===== config.mk =====
export PLATFORM = sky130hd
export DESIGN_NAME = spi_master_regs
export DESIGN_NICKNAME = d
export VERILOG_FILES = /design/src/rtl/spi_mr_pkg.sv /design/src/rtl/spi_mr_bitclk.sv /design/src/rtl/spi_mr_shift.sv /design/src/rtl/spi_master_regs.sv
export SDC_FILE = /design/constraint.sdc
export NUM_CORES = 1
export LEC_CHECK = 0
export BUFFER_PORTS_ARGS = -buffer_cell sky130_fd_sc_hd__buf_2
export CORE_UTILIZATION = 45
export CTS_CLUSTER_DIAMETER = 30
export CTS_CLUSTER_SIZE = 8
export DETAILED_ROUTE_END_ITERATION = 12
export GPL_TIMING_DRIVEN = 0
export REMOVE_ABC_BUFFERS = 1
export SYNTH_ARGS = -nofsm -noshare
export SYNTH_HDL_FRONTEND = slang
export SYNTH_SLANG_ARGS = --single-unit
export TNS_END_PERCENT = 10

===== constraint.sdc =====
create_clock -name clk -period 3.3 [get_ports clk]
set_clock_uncertainty 0.05 [all_clocks]
set_input_delay 0.33 -clock clk [delete_from_list [all_inputs] [get_ports clk]]
set_output_delay 0.33 -clock clk [all_outputs]
set_load 0.05 [all_outputs]

===== src/rtl/spi_mr_pkg.sv =====
package spi_mr_pkg;
  localparam int ADDR_W = 2;
  localparam logic [ADDR_W-1:0] A_CTL = 2'd0;
  localparam logic [ADDR_W-1:0] A_STA = 2'd1;
  localparam logic [ADDR_W-1:0] A_DAT = 2'd2;

  // control register bit positions
  localparam int C_RHI = 7;
  localparam int C_EN  = 6;
  localparam int C_SSD = 5;
  localparam int C_MS  = 4;
  localparam int C_POL = 3;
  localparam int C_PHA = 2;

  // status register bit positions
  localparam int S_DONE = 7;
  localparam int S_WCOL = 6;
  localparam int S_MODF = 4;
endpackage


===== src/rtl/spi_mr_bitclk.sv =====
module spi_mr_bitclk #(
  parameter int RATE_W = 3,
  parameter int NBITS  = 8
) (
  input  logic              clk,
  input  logic              rst,
  input  logic              start,
  input  logic              abort,
  input  logic              cpol,
  input  logic [RATE_W-1:0] rate,
  output logic              busy,
  output logic              sck,
  output logic              tick,
  output logic              lead,
  output logic              last
);
  localparam int MAX_SH = (1 << RATE_W) - 2;
  localparam int CNT_W  = MAX_SH + 1;
  localparam int EDGES  = 2 * NBITS;
  localparam int EI_W   = $clog2(EDGES);

  logic [RATE_W-1:0] rate_q;
  logic [CNT_W-1:0]  cnt;
  logic [CNT_W-1:0]  half_m1;
  logic [EI_W-1:0]   idx;

  always_comb begin
    if (rate_q > RATE_W'(MAX_SH))
      half_m1 = CNT_W'((1 << MAX_SH) - 1);
    else
      half_m1 = (CNT_W'(1) << rate_q) - CNT_W'(1);
  end

  assign tick = busy && (cnt == half_m1);
  assign lead = ~idx[0];
  assign last = (idx == EI_W'(EDGES - 1));

  always_ff @(posedge clk) begin
    if (rst) begin
      busy   <= 1'b0;
      sck    <= 1'b0;
      cnt    <= '0;
      idx    <= '0;
      rate_q <= '0;
    end else if (abort) begin
      busy <= 1'b0;
      sck  <= cpol;
    end else if (start) begin
      busy   <= 1'b1;
      cnt    <= '0;
      idx    <= '0;
      rate_q <= rate;
      sck    <= cpol;
    end else if (busy) begin
      if (tick) begin
        cnt <= '0;
        sck <= ~sck;
        idx <= idx + EI_W'(1);
        if (last) busy <= 1'b0;
      end else begin
        cnt <= cnt + CNT_W'(1);
      end
    end else begin
      sck <= cpol;
    end
  end
endmodule


===== src/rtl/spi_mr_shift.sv =====
module spi_mr_shift #(
  parameter int DATA_W = 8
) (
  input  logic              clk,
  input  logic              rst,
  input  logic              start,
  input  logic [DATA_W-1:0] load,
  input  logic              tick,
  input  logic              lead,
  input  logic              last,
  input  logic              cpha,
  input  logic              miso,
  output logic              mosi,
  output logic [DATA_W-1:0] rx_word
);
  logic [DATA_W-1:0] sh;
  logic sample, change;

  assign sample  = tick && (cpha ? !lead : lead);
  assign change  = tick && (cpha ? lead : !lead) && !last;
  assign rx_word = cpha ? {sh[DATA_W-2:0], miso} : sh;

  always_ff @(posedge clk) begin
    if (rst) begin
      sh   <= '0;
      mosi <= 1'b0;
    end else if (start) begin
      sh   <= load;
      mosi <= load[DATA_W-1];
    end else begin
      if (sample) sh <= {sh[DATA_W-2:0], miso};
      if (change) mosi <= sh[DATA_W-1];
    end
  end
endmodule


===== src/rtl/spi_master_regs.sv =====
module spi_master_regs
  import spi_mr_pkg::*;
#(
  parameter int DATA_W = 8
) (
  input  logic              clk,
  input  logic              rst,
  input  logic              reg_wr,
  input  logic              reg_rd,
  input  logic [1:0]        reg_addr,
  input  logic [DATA_W-1:0] reg_wdata,
  output logic [DATA_W-1:0] reg_rdata,
  output logic              sck_o,
  output logic              mosi_o,
  input  logic              miso_i,
  input  logic              ss_n_i
);
  localparam int RATE_W = 3;

  logic [DATA_W-1:0] ctl_q, rx_hold, rx_word, sta_w;
  logic [RATE_W-1:0] rate;
  logic spif, wcol, modf, armed;
  logic busy, tick, lead, last;
  logic active, fault, ctl_wr, sta_rd, dat_wr, dat_acc;
  logic start, collide, abort, done, clr;

  always_comb begin
    rate    = {ctl_q[C_RHI], ctl_q[1:0]};
    active  = ctl_q[C_EN] && ctl_q[C_MS];
    fault   = active && !ctl_q[C_SSD] && !ss_n_i;
    ctl_wr  = reg_wr && (reg_addr == A_CTL);
    sta_rd  = reg_rd && (reg_addr == A_STA);
    dat_wr  = reg_wr && (reg_addr == A_DAT);
    dat_acc = dat_wr || (reg_rd && (reg_addr == A_DAT));
    start   = dat_wr && active && !fault && !busy;
    collide = dat_wr && busy;
    abort   = busy && (fault || !active);
    done    = tick && last && !abort;
    clr     = dat_acc && armed;
    sta_w          = '0;
    sta_w[S_DONE]  = spif;
    sta_w[S_WCOL]  = wcol;
    sta_w[S_MODF]  = modf;
  end

  spi_mr_bitclk #(.RATE_W(RATE_W), .NBITS(DATA_W)) u_clk (
    .clk(clk), .rst(rst), .start(start), .abort(abort),
    .cpol(ctl_q[C_POL]), .rate(rate), .busy(busy), .sck(sck_o),
    .tick(tick), .lead(lead), .last(last)
  );

  spi_mr_shift #(.DATA_W(DATA_W)) u_shift (
    .clk(clk), .rst(rst), .start(start), .load(reg_wdata),
    .tick(tick), .lead(lead), .last(last), .cpha(ctl_q[C_PHA]),
    .miso(miso_i), .mosi(mosi_o), .rx_word(rx_word)
  );

  always_ff @(posedge clk) begin
    if (rst) begin
      ctl_q     <= '0;
      rx_hold   <= '0;
      reg_rdata <= '0;
      spif      <= 1'b0;
      wcol      <= 1'b0;
      modf      <= 1'b0;
      armed     <= 1'b0;
    end else begin
      if (reg_rd) begin
        case (reg_addr)
          A_CTL:   reg_rdata <= ctl_q;
          A_STA:   reg_rdata <= sta_w;
          A_DAT:   reg_rdata <= rx_hold;
          default: reg_rdata <= '0;
        endcase
      end
      if (ctl_wr)     ctl_q       <= reg_wdata;
      else if (fault) ctl_q[C_MS] <= 1'b0;

      if (ctl_wr)     modf <= 1'b0;
      else if (fault) modf <= 1'b1;

      if (done) rx_hold <= rx_word;

      if (done)     spif <= 1'b1;
      else if (clr) spif <= 1'b0;

      if (collide)  wcol <= 1'b1;
      else if (clr) wcol <= 1'b0;

      if (dat_acc)                      armed <= 1'b0;
      else if (sta_rd && (spif || wcol)) armed <= 1'b1;
    end
  end
endmodule


Word-level counts from Yosys, hierarchy flattened
Cells that the tools add are included.
{ "totals": {"ff_bits": 53, "word_cells": 100, "output_inout_bits": 10} }
{ "op_classes": {"bitwise_logic": 3, "shifts": 1, "n_reduce_logical": 44, "add_sub_neg": 3, "order_cmp": 1, "eq_ne": 5, "muxes": 28} }
{ "op_table": {"columns": ["cell", "n"], "rows": [
  ["7-bit 2-to-1 mux", 4],
  ["8-bit 2-to-1 mux", 3],
  ["8-bit one-hot mux with 3 select lines", 1],
  ["1-bit logical AND", 20],
  ["1-bit 2-to-1 mux", 17],
  ["2-bit nonzero test", 7],
  ["4-bit 2-to-1 mux", 3],
  ["7-bit by 1-bit adder with 7-bit output (second input constant)", 1],
  ["7-bit equality test", 1],
  ["1-bit zero test", 7],
  ["1-bit by 3-bit left shift with 7-bit output (first input constant)", 1],
  ["7-bit by 2-bit subtractor with 7-bit output (second input constant)", 1],
  ["2-bit OR reduction", 3],
  ["4-bit by 1-bit adder with 4-bit output (second input constant)", 1],
  ["4-bit equality test (second input constant)", 1],
  ["4-bit inequality test (second input constant)", 1],
  ["2-bit AND reduction", 2],
  ["3-bit > comparator (second input constant)", 1],
  ["1-bit logical OR", 3],
  ["1-bit NOT", 3],
  ["3-bit AND reduction", 1],
  ["2-bit by 1-bit equality test with 1-bit output (second input constant)", 1],
  ["2-bit equality test (second input constant)", 1],
  ["2-bit zero test", 1]
]} }

Longest topological paths before layout
Gate-level depths: netlist of the first run.
{ "logic_depth": {"depth_word": 9, "depth_mapped": 11} }

Modules after synthesis
Synthesis of the first run repeated with hierarchy kept, for this count alone.
{ "hier_totals": {"cells_unflattened": 340, "hier_area_um2": 3056.7} }
{ "modules_own_cells": {"columns": ["mod", "cells_each", "seq_area_each_um2", "area_each_um2", "n_inst"], "rows": [
  ["spi_master_regs", 156, 560.5, 1398.8, 1],
  ["spi_mr_bitclk", 122, 320.3, 1043.5, 1],
  ["spi_mr_shift", 62, 180.2, 614.3, 1]
]} }

Worst setup path after synthesis of the first run
OpenSTA, ideal clock, no wires.
{ "synth_path": {"path_type": "register to register", "start": "register u_clk.rate_q[2]", "end": "register rx_hold[6]", "arrival_ps": 2488, "synth_period_minus_slack_ps": 2672, "setup_slack_ps": 628, "n_path_buf": 3, "stages_incl_launch_ff": 12, "path_cell_list": "dfxtp_1 clkbuf_1 nand2_1 nor2_1 inv_1 ha_1 or3_1 a2111o_1 buf_6 buf_2 o311ai_0 o31ai_1"} }
{ "synth_via": {"elab_chain_cells": 7, "elab_cells_between_ends": 8, "classes_between": "add/sub (1); order compare (1); eq/ne (1); shift (1); mux (1); reduce/logical (3)"} }
{ "synth_rtl": {"columns": ["element", "line", "rtl"], "rows": [
  ["start, declared", "spi_mr_bitclk.sv:22", "logic [RATE_W-1:0] rate_q;"],
  ["start signal, assigned", "spi_mr_bitclk.sv:52", "rate_q <= rate;"],
  ["1-bit by 3-bit left shift with 7-bit output", "spi_mr_bitclk.sv:31", "half_m1 = (CNT_W'(1) << rate_q) - CNT_W'(1);"],
  ["7-bit by 2-bit subtractor with 7-bit output", "spi_mr_bitclk.sv:31", null],
  ["7-bit 2-to-1 mux (*)", "spi_mr_bitclk.sv:28", "if (rate_q > RATE_W'(MAX_SH))"],
  ["7-bit equality test (*)", "spi_mr_bitclk.sv:34", "assign tick = busy && (cnt == half_m1);"],
  ["1-bit logical AND (*)", "spi_mr_bitclk.sv:34", null],
  ["1-bit logical AND (*) (2 in a row)", "spi_master_regs.sv:38", "done = tick && last && !abort;"],
  ["end signal, assigned", "spi_master_regs.sv:82", "if (done) rx_hold <= rx_word;"],
  ["end, declared", "spi_master_regs.sv:20", "logic [DATA_W-1:0] ctl_q, rx_hold, rx_word, sta_w;"]
]} }
Mark *: on every way between the ends. The rest lies on a longest branch, timed or not.
A chain may end at the register's enable or synchronous reset.

Final worst setup path of the first run
{ "layout_path": {"start": "register u_clk.rate_q[1]", "end": "register rx_hold[4]"} }
Same word-level chain as after synthesis.

==> results.ini, run 1 <==
[detailed_routing]
routed_wl_um = 6870
route.vias.total = 2387
wl_per_cell_um = 16.7
firstDrtPassIters = 4
ant_nets = 0
drc = 0
via_per_inst = 5.81
first_iter_violations = 181

[synth]
async_flop_share_pct = 0
synth_flop_cell = dfxtp_1
avgSynthCellArea_um2 = 8.45
synth-seq-cells = 53
synth_edf_count = 0
synth.yosys.seq_area_share_pct = 38.7
yosysUniqueCellTypes = 45
yosysWarnings = 0
synth_cells = 324
synthesis.area_um2 = 2740

[critical_path]
timing.critical_path.from = u_clk.rate_q[1]$_SDFFE_PP0P_
cp.required_ns = 3.47
r2r-start = u_clk.rate_q[1]$_SDFFE_PP0P_
end_kind = flop
critPathKind = reg2reg
critPathMaxFanout = 16
start_kind = flop
cp.arrival_ns = 3.32

[final_layout]
regArea_um2 = 1060
syn_to_final_growth_pct = 8.50
final.fill_count = 580
multiInputGateArea_um2 = 1570
nNetsFinal = 355
num_antenna_cells = 0
post-route-util_pct = 50.5
drive_gt1_share_pct = 14.9

[global_route]
grt_max_degree = 50
track_usage_pct = 21.9
grt_pass1_wl_um = 10900
gr-total-overflow = 0
antenna_found_initial = 0
grt_pass1_vias = 2143

[timing]
setup_viol = 0
report.final.slew_viol_count = 0
relSlewSlack_pct = 39.6
finalCriticalPeriod_ns = 3.15
fin_ws_ns = 0.153
worst_pin_slew_ns = 0.906
fmax_mhz = 318
hold_viol_final = 0
period_share_pct = 95.4

[placement]
detailedPlace.worstSlack_ns = -0.0351
place_congestion = 0.748
hpwl_um = 4490
io_buffers = 25

[power_and_ir_drop]
p_leak_nw = 1.02
irDropWorstVdd_mv = 0.202
p_per_area_nw_per_um2 = 370

[floorplanning]
ioPinCount = 26
rows = 28
die-area_um2 = 6400
die_h_um = 80.0
start_util_pct = 46.5
core_um2 = 5890
die-width_um = 80.0

[clock_network]
postCtsSetupRepairBufs = 0
root_buffer = clkbuf_8
clock-sinks = 53
cts_made_buffers = 5
cts.clk_slew.worst_paths_ns = 0.10
hold_buffers = 0
htreeDepth = 2
clock_latency_ns = 0.31
clockBufferDepth = 2
cts_tree = done

[flow_run]
cap_violations = 0

[outcome]
status = finished, final reports clean

[worst_hold_path]
worstHoldStart = reg_wdata[2]
min_path_type = in2reg

==> sequential cells by signal, indices dropped and copies added, names as in the netlist <==
register	flops
u_clk.busy	1
u_clk.rate_q	3
armed	1
wcol	1
reg_rdata	8
spif	1
ctl_q	8
u_clk.idx	4
u_clk.sck	1
modf	1
u_clk.cnt	7
rx_hold	8
u_shift.sh	8
u_shift.mosi	1
==> per-stage QoR <==
step | TNS [ns] | instances | power [mW] | hold WS [ns] | cell area, um2
floorplan | -0.0761 | 300 | 0.699 | 0.349 | 2620
global route | -0.000290 | 411 | 1.14 | 0.235 | 2970
finish | 0 | 411 | 1.10 | 0.210 | 2970
CTS | 0 | 410 | 1.10 | 0.213 | 2960
global placement | -12.41 | 400 | 0.735 | 0.415 | 2840
detailed placement | -0.0417 | 402 | 0.737 | 0.417 | 2870
==> power breakdown <==
group          leakage (nW)  switching, mW  internal (mW)  total, mW
registers             0.428        0.00665          0.645      0.652
logic                 0.549         0.0469         0.0235     0.0704
clock network        0.0456          0.225          0.152      0.377
total                  1.02          0.279          0.820       1.10
==> kinds of logic after synthesis <==
logic type	count (synthesis)	share of synthesized area, %
DFF	53	38.7
AOI/OAI and AO/OA	87	22.0
muxes	25	9.41
and+or+nand+nor	121	21.3
adders and majority gates	4	1.83
xor gates and xnor gates	6	1.92
buffers and inverters	28	4.75
==> Yosys cell counts (2+ instances only) <==
master	n	area (um2)
buf_1	2	7.51
nor2_1	40	150
nand3_1	13	65.1
nand2b_1	2	12.5
o211ai_1	8	60.1
o21ai_0	18	90.1
o21a_1	3	22.5
a22oi_1	2	15.0
or3_1	4	25.0
ha_1	4	50.1
buf_2	2	10.0
nand4_1	5	31.3
nand2_1	24	90.1
or2_2	5	31.3
a31oi_1	3	18.8
nor3_1	10	50.1
o31ai_1	11	82.6
a21boi_0	2	15.0
buf_6	3	33.8
a21oi_1	15	75.1
a211oi_1	3	22.5
mux2_2	6	67.6
nor2b_1	7	43.8
clkbuf_1	17	63.8
a311oi_1	8	70.1
inv_1	4	15.0
and2_1	2	12.5
and3_1	2	12.5
o311ai_0	8	70.1
nor4b_1	2	17.5
mux2i_1	19	190
dfxtp_1	53	1060
xnor2_1	5	43.8
==> final cells by class <==
class,instances,area share [%]
Tap cell,75,3.16
Inverter,4,0.505
Clock inverter,2,0.463
Clock buffer,6,2.44
Timing Repair Buffer,27,4.76
Multi-Input combinational cell,244,53.0
Sequential cell,53,35.7
==> worst paths after layout <==
kind	endpoint	slack, ns	depth (start not counted)
setup reg to reg	rx_hold[4]$_SDFFE_PP0P_	0.15	8
hold reg to reg	spif$_SDFFE_PP0P_	0.43	2
hold / removal	ctl_q[2]$_SDFFE_PP0P_	0.21	3
setup / recovery	rx_hold[4]$_SDFFE_PP0P_	0.15	8
==> what timing repair did <==
action | in CTS | in global routing
pin swaps | 0 | 1
gates resized for setup | 2 | 0
setup endpoints to repair | 12 | 9
cloned | 0 | 1
==> layer usage <==
metal / vias to the layer above / wire (um) / share of wire [%] / GRT usage (%)
met2: 41 / 2940 / 43 / 31.4
met3: 6 / 216 / 3.1 / 3.89
met4: 0 / 59 / 0.86 / 5.54
met5: - / 0 / 0 / 0
li1: 1223 / - / - / -
met1: 1117 / 3660 / 53 / 33.4
==> placed cells by master (no fill, tap or decap), types with 3 or more instances in the layout <==
master / count
a211oi_1: 3
nor2_1: 39
nor3_1: 10
xnor2_1: 5
mux2_2: 6
dfxtp_1: 53
nand3_1: 13
mux2i_1: 19
nor2b_1: 7
o211ai_1: 8
or3_1: 4
o311ai_0: 8
nand2_1: 24
o31ai_1: 11
ha_1: 4
nand4_1: 5
a311oi_1: 8
a21oi_1: 15
o21a_1: 3
clkbuf_8: 5
a31oi_1: 3
inv_1: 4
or2_2: 5
o21ai_0: 18
buf_2: 26
==> critical path: stages, from the launching register on <==
cell	delay, ns
dfxtp_1	0.50
nand2_1	0.15
nor2_1	0.15
inv_1	0.06
ha_1	0.21
or3_1	0.44
a2111o_2	0.61
or3_1	0.59
o31ai_1	0.29
No activity file was read; power rests on OpenSTA's default activity.
==> run 2: changes to the inputs <==
Settings changed: CORE_UTILIZATION 45 to 54, MAX_ROUTING_LAYER set to met4, PLACE_DENSITY set to 0.74.
==> run 2 against run 1 <==
  * Count of clock-buffer cells in the layout shrank 1
  * Critical path depth is the same
  * Final cell count shrank 1.9%
  * Register-to-register slack gained 0.16 ns
  * Worst hold slack lost 0.00052 ns
  * Sequential share of layout area is the same
  * Die area shrank 16%
  * Non-clock buffer count is the same
  * Critical path type unchanged
==> results.ini, run 2 (synthesis gave the netlist of run 1 again) <==
[outcome]
status = finished, final reports clean

[timing]
grt_setup_unrepaired = no
finalSetupTns_ns = 0  ; unchanged
period_share_pct = 90.6  ; -4.8 points
relSlewSlack_pct = 39.9  ; +0.34 points
fin_ws_ns = 0.310  ; +0.157 ns
report.final.slew_viol_count = 0  ; unchanged
fmax_mhz = 334  ; +5.2%
hold_viol_final = 0  ; unchanged
setup_viol = 0  ; unchanged
hold-worst-slack_ns = 0.209  ; -0.000524 ns
finalCriticalPeriod_ns = 2.99  ; -0.157 ns
worst_pin_slew_ns = 0.901  ; -0.00503 ns

[detailed_routing]
wl_met2_um = 3000  ; +2.0%
met3_length_um = 289  ; +34%
firstDrtPassIters = 4  ; unchanged
wl_met1_um = 3160  ; -14%
routed_wl_um = 6550  ; -4.7%
route.vias.total = 2431  ; +1.8%
via_per_inst = 6.03  ; +3.9%
ant_nets = 0  ; unchanged
top_layer_used = met4
wl_per_cell_um = 16.3  ; -2.8%
first_iter_violations = 214  ; +18%
drc = 0  ; unchanged

[floorplanning]
die-area_um2 = 5360  ; -16%
rows = 25  ; -11%
die-width_um = 73.2  ; -8.5%
ioPinCount = 26  ; unchanged
start_util_pct = 57.2  ; +11 points
core_um2 = 4790  ; -19%
die_h_um = 73.2  ; -8.5%

[critical_path]
cp_top_family = simple AND/OR/NAND/NOR gates
crit_chain = nand2_1, nor2_1, inv_1, ha_1, or3_1, a2111o_2, or3_4, o31ai_1
crit_path_end = rx_hold[7]$_SDFFE_PP0P_
worst-path-buf-inv = 1  ; unchanged
r2r-start = u_clk.rate_q[1]$_SDFFE_PP0P_
cp_slowest_stage_delay_ns = 0.60  ; about the same
critPathMaxFanout = 16  ; unchanged
critPathKind = reg2reg
path_depth = 8  ; unchanged
timing.critical_path.from = u_clk.rate_q[1]$_SDFFE_PP0P_
reg2reg_slack_ns = 0.31  ; +0.16 ns
r2r-end = rx_hold[7]$_SDFFE_PP0P_
cp.arrival_ns = 3.16  ; -0.16 ns
slowest_stage = a2111o_2
rr_worst_depth = 8  ; unchanged
start_kind = flop
end_kind = flop
cp.required_ns = 3.47  ; about the same

[final_layout]
num_antenna_cells = 0  ; unchanged
nNetsFinal = 355  ; unchanged
fin_cells = 403  ; -1.9%
final.fill_count = 441  ; -24%
drive_gt1_share_pct = 15.5  ; +0.60 points
layout_common_cells = dfxtp_1 (53), nor2_1 (39), buf_2 (26), nand2_1 (24), mux2i_1 (19)
layout_commonest_cell = dfxtp_1
syn_to_final_growth_pct = 8.50  ; unchanged
stdcell_area_um2 = 2970  ; unchanged
post-route-util_pct = 62.1  ; +12 points

[placement]
io_buffers = 25  ; unchanged
dpl.cell_count = 394  ; -2.0%
hpwl_um = 4320  ; -3.9%
post_dp_cell_area_um2 = 2860  ; -0.35%
detailedPlace.worstSlack_ns = -0.0196  ; +0.0155 ns
place_congestion = 0.823  ; +10%

[power_and_ir_drop]
irDropWorstVdd_mv = 0.254  ; +25%
comb_power_share_pct = 6.4  ; about the same
p_per_area_nw_per_um2 = 369  ; -0.24%
p_seq_share_pct = 59.4  ; about the same
p_leak_nw = 1.03  ; +0.41%
internal_power_mw = 0.819  ; -0.12%
swShare_pct = 25.3  ; -0.087 points
p_clk_share_pct = 34.2  ; about the same
switchingPower_mw = 0.277  ; -0.58%
p_total_mw = 1.10  ; -0.24%

[clock_network]
cts_tree = done
clock_latency_ns = 0.32  ; about the same
postCtsSetupRepairBufs = 0  ; unchanged
clockBufferDepth = 2  ; unchanged
root_buffer = clkbuf_8
cts.clk_slew.worst_paths_ns = 0.10  ; about the same
clock-sinks = 53  ; unchanged
htreeDepth = 2  ; unchanged
cts_made_buffers = 5  ; unchanged

[global_route]
gr-total-overflow = 0  ; unchanged
grt_max_degree = 50  ; unchanged
antenna_found_initial = 0  ; unchanged
track_usage_pct = 26.5  ; +4.6 points
grt_pass1_vias = 2142  ; -0.047%
grt_pass1_wl_um = 10500  ; -3.3%

[worst_hold_path]
worstHoldStart = reg_wdata[1]
min_path_type = in2reg

[flow_run]
cap_violations = 0  ; unchanged

run 2: repair_timing:
item                       4_1_cts  5_1_grt
pin swaps                        0        1
gates resized for setup          1        1
gates cloned                     0        1
setup endpoints to repair        1        8
hold buffers                     0        0
run 2: power groups by stage:
| stage | Sequential (mW) | Clock [mW] | Combinational, mW |
|---|---|---|---|
| final | 0.652 | 0.375 | 0.0699 |
| after global routing | 0.653 | 0.403 | 0.0755 |
| after CTS | 0.652 | 0.381 | 0.0695 |
| after detailed placement | 0.666 | 0 | 0.0692 |
| after global placement | 0.666 | 0 | 0.0672 |
| after floorplan | 0.673 | 0 | 0.0257 |
run 2: per-layer routing:
layer | up-vias | GRT usage (%)
met5 | - | -
met3 | 9 | 4.14
li1 | 1220 | -
met1 | 1139 | 36.6
met4 | 0 | 7.84
met2 | 63 | 39.9
run 2: how the worst min path moves through the flow:
stage	slack [ns]	endpoint	depth (start not counted)
2_1_floorplan	0.35	spif$_SDFFE_PP0P_	1
3_3_place_gp	0.41	spif$_SDFFE_PP0P_	2
4_1_cts	0.21	ctl_q[1]$_SDFFE_PP0P_	3
6_report	0.21	ctl_q[1]$_SDFFE_PP0P_	3
3_5_place_dp	0.42	spif$_SDFFE_PP0P_	2
5_1_grt	0.23	ctl_q[2]$_SDFFE_PP0P_	3
run 2: tightest hold or removal path: cells and delay by family:
family	cells	cell delay, ns
buffers and inverters	1	0.09
multiplexers	1	0.06
AND/OR/NAND/NOR	1	0.07
run 2: cell type report:
type                    instances  area [um2]  area share, %
multi-input cells             244        1580           53.1
clock inverters                 3        22.5          0.758
flip-flops and latches         53        1060           35.7
well taps                      67        83.8           2.82
inverters                       4        15.0          0.505
clock buffers                   5        68.8           2.32
repair buffers                 27         141           4.76
==> run 3: changes to the inputs <==
Settings changed: CORE_ASPECT_RATIO set to 1.75, PLACE_DENSITY 0.74 to 0.73.
==> run 3 against run 2 <==
  * Combinational power up 0.6%
  * Critical endpoint unchanged
  * Non-clock buffer count unchanged
  * Via count up 2.0%
  * Critical path depth stayed put
  * Critical path type unchanged
  * Worst setup slack worse by 0.15 ns
  * Core utilization shrank 1.3 points
  * Total power increased by 13%
  * Sequential power about the same
  * Die area is 0.21% higher
==> results.ini, run 3 (synthesis gave the netlist of run 1 again) <==
[outcome]
status = finished, final reports clean

[clock_network]
cts.clk_slew.worst_paths_ns = 0.10  ; about the same
clock_latency_ns = 0.31  ; about the same
clockBufferDepth = 2  ; unchanged
root_buffer = clkbuf_8
cts_made_buffers = 5  ; unchanged
cts_tree = done
clock-sinks = 53  ; unchanged
htreeDepth = 2  ; unchanged

[timing]
grt_setup_unrepaired = no
fmax_mhz = 318  ; -4.8%
worst_pin_slew_ns = 0.894  ; -0.00723 ns
finalCriticalPeriod_ns = 3.14  ; +0.150 ns
relSlewSlack_pct = 40.4  ; +0.48 points
period_share_pct = 95.1  ; +4.5 points
hold_viol_final = 0  ; unchanged
report.final.slew_viol_count = 0  ; unchanged
setup_viol = 0  ; unchanged
finalSetupTns_ns = 0  ; unchanged

[critical_path]
slowest_stage = a2111o_2
reg2reg_slack_ns = 0.16  ; -0.15 ns
r2r-start = u_clk.rate_q[1]$_SDFFE_PP0P_
timing.critical_path.from = u_clk.rate_q[1]$_SDFFE_PP0P_
crit_chain = nand2_1, nor2_1, inv_1, ha_1, or3_1, a2111o_2, or3_1, o31ai_1
path_depth = 8  ; unchanged
critPathMaxFanout = 16  ; unchanged
worst-path-buf-inv = 1  ; unchanged
crit_top_cell = or3_1
cp.required_ns = 3.47  ; about the same
end_kind = flop
cp_top_family = simple AND/OR/NAND/NOR gates
start_kind = flop
r2r-end = rx_hold[7]$_SDFFE_PP0P_
critPathKind = reg2reg
cp_slowest_stage_delay_ns = 0.60  ; about the same
crit_path_end = rx_hold[7]$_SDFFE_PP0P_
cp.arrival_ns = 3.31  ; +0.15 ns
rr_worst_depth = 8  ; unchanged

[detailed_routing]
firstDrtPassIters = 4  ; unchanged
routed_wl_um = 6640  ; +1.3%
ant_nets = 0  ; unchanged
drc = 0  ; unchanged
via_per_inst = 6.36  ; +5.4%
first_iter_violations = 141  ; -34%
route.vias.total = 2479  ; +2.0%
wl_per_cell_um = 17.0  ; +4.7%

[power_and_ir_drop]
p_total_mw = 1.24  ; +13%
switchingPower_mw = 0.272  ; -1.9%
swShare_pct = 21.9  ; -3.4 points
p_per_area_nw_per_um2 = 414  ; +12%
irDropWorstVdd_mv = 0.294  ; +16%
comb_power_share_pct = 5.7  ; -0.7 points
p_clk_share_pct = 41.9  ; +7.7 points
p_seq_share_pct = 52.5  ; -6.9 points
internal_power_mw = 0.970  ; +18%
p_leak_nw = 1.04  ; +1.8%

[final_layout]
fin_cells = 390  ; -3.2%
stdcell_area_um2 = 3000  ; +0.97%
nNetsFinal = 355  ; unchanged
layout_commonest_cell = dfxtp_1
drive_gt1_share_pct = 15.2  ; -0.30 points
num_antenna_cells = 0  ; unchanged
post-route-util_pct = 60.8  ; -1.3 points
layout_common_cells = dfxtp_1 (53), nor2_1 (39), buf_2 (25), nand2_1 (24), mux2i_1 (19)
syn_to_final_growth_pct = 9.55

[floorplanning]
ioPinCount = 26  ; unchanged
core_um2 = 4930  ; +3.1%
die-width_um = 55.8  ; -24%
rows = 34  ; +36%
die-area_um2 = 5370  ; +0.21%
start_util_pct = 55.5  ; -1.7 points
die_h_um = 96.2  ; +31%

[global_route]
antenna_found_initial = 0  ; unchanged
gr-total-overflow = 0  ; unchanged
grt_max_degree = 50  ; unchanged
track_usage_pct = 25.2  ; -1.3 points
grt_pass1_vias = 2235  ; +4.3%
grt_pass1_wl_um = 10300  ; -1.5%

[placement]
dpl.cell_count = 381  ; -3.3%
place_congestion = 0.813  ; -1.2%
io_buffers = 25  ; unchanged
hpwl_um = 4530  ; +4.8%
post_dp_cell_area_um2 = 2850  ; -0.48%

[worst_hold_path]
min_path_type = in2reg

[flow_run]
cap_violations = 0  ; unchanged

[run 3: cell types whose count changed in the layout (fill, tap and decap cells not counted), sizes merged]
cell and delta:
clkinv -2, bufinv +2
[run 3: tightest hold or removal path, delay by kind of cell]
family	cells	cell delay (ns)
buffers and inverters	1	0.08
and+or+nand+nor	1	0.07
muxes	1	0.06
[run 3: worst min path at each step]
stage | endpoint | from | depth (start not counted) | slack, ns
2_1_floorplan | spif$_SDFFE_PP0P_ | rst | 1 | 0.35
6_report | ctl_q[1]$_SDFFE_PP0P_ | reg_wdata[1] | 3 | 0.22
3_5_place_dp | u_clk.rate_q[2]$_SDFFE_PP0P_ | ctl_q[7]$_SDFFE_PP0P_ | 2 | 0.42
3_3_place_gp | spif$_SDFFE_PP0P_ | spif$_SDFFE_PP0P_ | 2 | 0.42
4_1_cts | ctl_q[5]$_SDFFE_PP0P_ | reg_wdata[5] | 3 | 0.21
5_1_grt | ctl_q[6]$_SDFFE_PP0P_ | reg_wdata[6] | 3 | 0.23
[run 3: power by group through the flow]
stage / registers [mW] / clock network, mW / logic [mW]
after global routing: 0.653 / 0.552 / 0.0763
final: 0.651 / 0.520 / 0.0703
after detailed placement: 0.666 / 0 / 0.0700
after CTS: 0.651 / 0.530 / 0.0700
after global placement: 0.666 / 0 / 0.0682
after floorplan: 0.673 / 0 / 0.0257
[run 3: cell type report]
| type | count | area (um2) |
|---|---|---|
| Clock buffer | 5 | 68.8 |
| Clock inverter | 3 | 65.1 |
| Fill cell | 469 | 1930 |
| Inverter | 4 | 15.0 |
| Multi-Input combinational cell | 244 | 1580 |
| Sequential cell | 53 | 1060 |
| Tap cell | 54 | 67.6 |
| Timing Repair Buffer | 27 | 144 |
[run 3: metrics by stage]
stage	worst slack [ns]	hold slack (ns)
6_report	0.160	0.220
5_1_grt	0.0110	0.232
4_1_cts	0.0863	0.215
3_5_place_dp	-0.0181	0.416
3_3_place_gp	-1.15	0.418
2_1_floorplan	-0.0222	0.349
[run 3: repair_timing]
item                                    CTS  global route
pin swaps                                 0             1
hold buffers                              0             0
resized for setup                         1             1
endpoints found under the setup margin    8             8
buffers inserted                          0             0
cloned                                    0             1
[run 3: layer usage]
layer	GRT usage, %	up-vias	share of wire, %
met5	-	-	0
met4	11.6	0	2.8
met3	2.96	14	3.5
met2	45.1	54	53
met1	28.1	1189	40
li1	-	1222	-
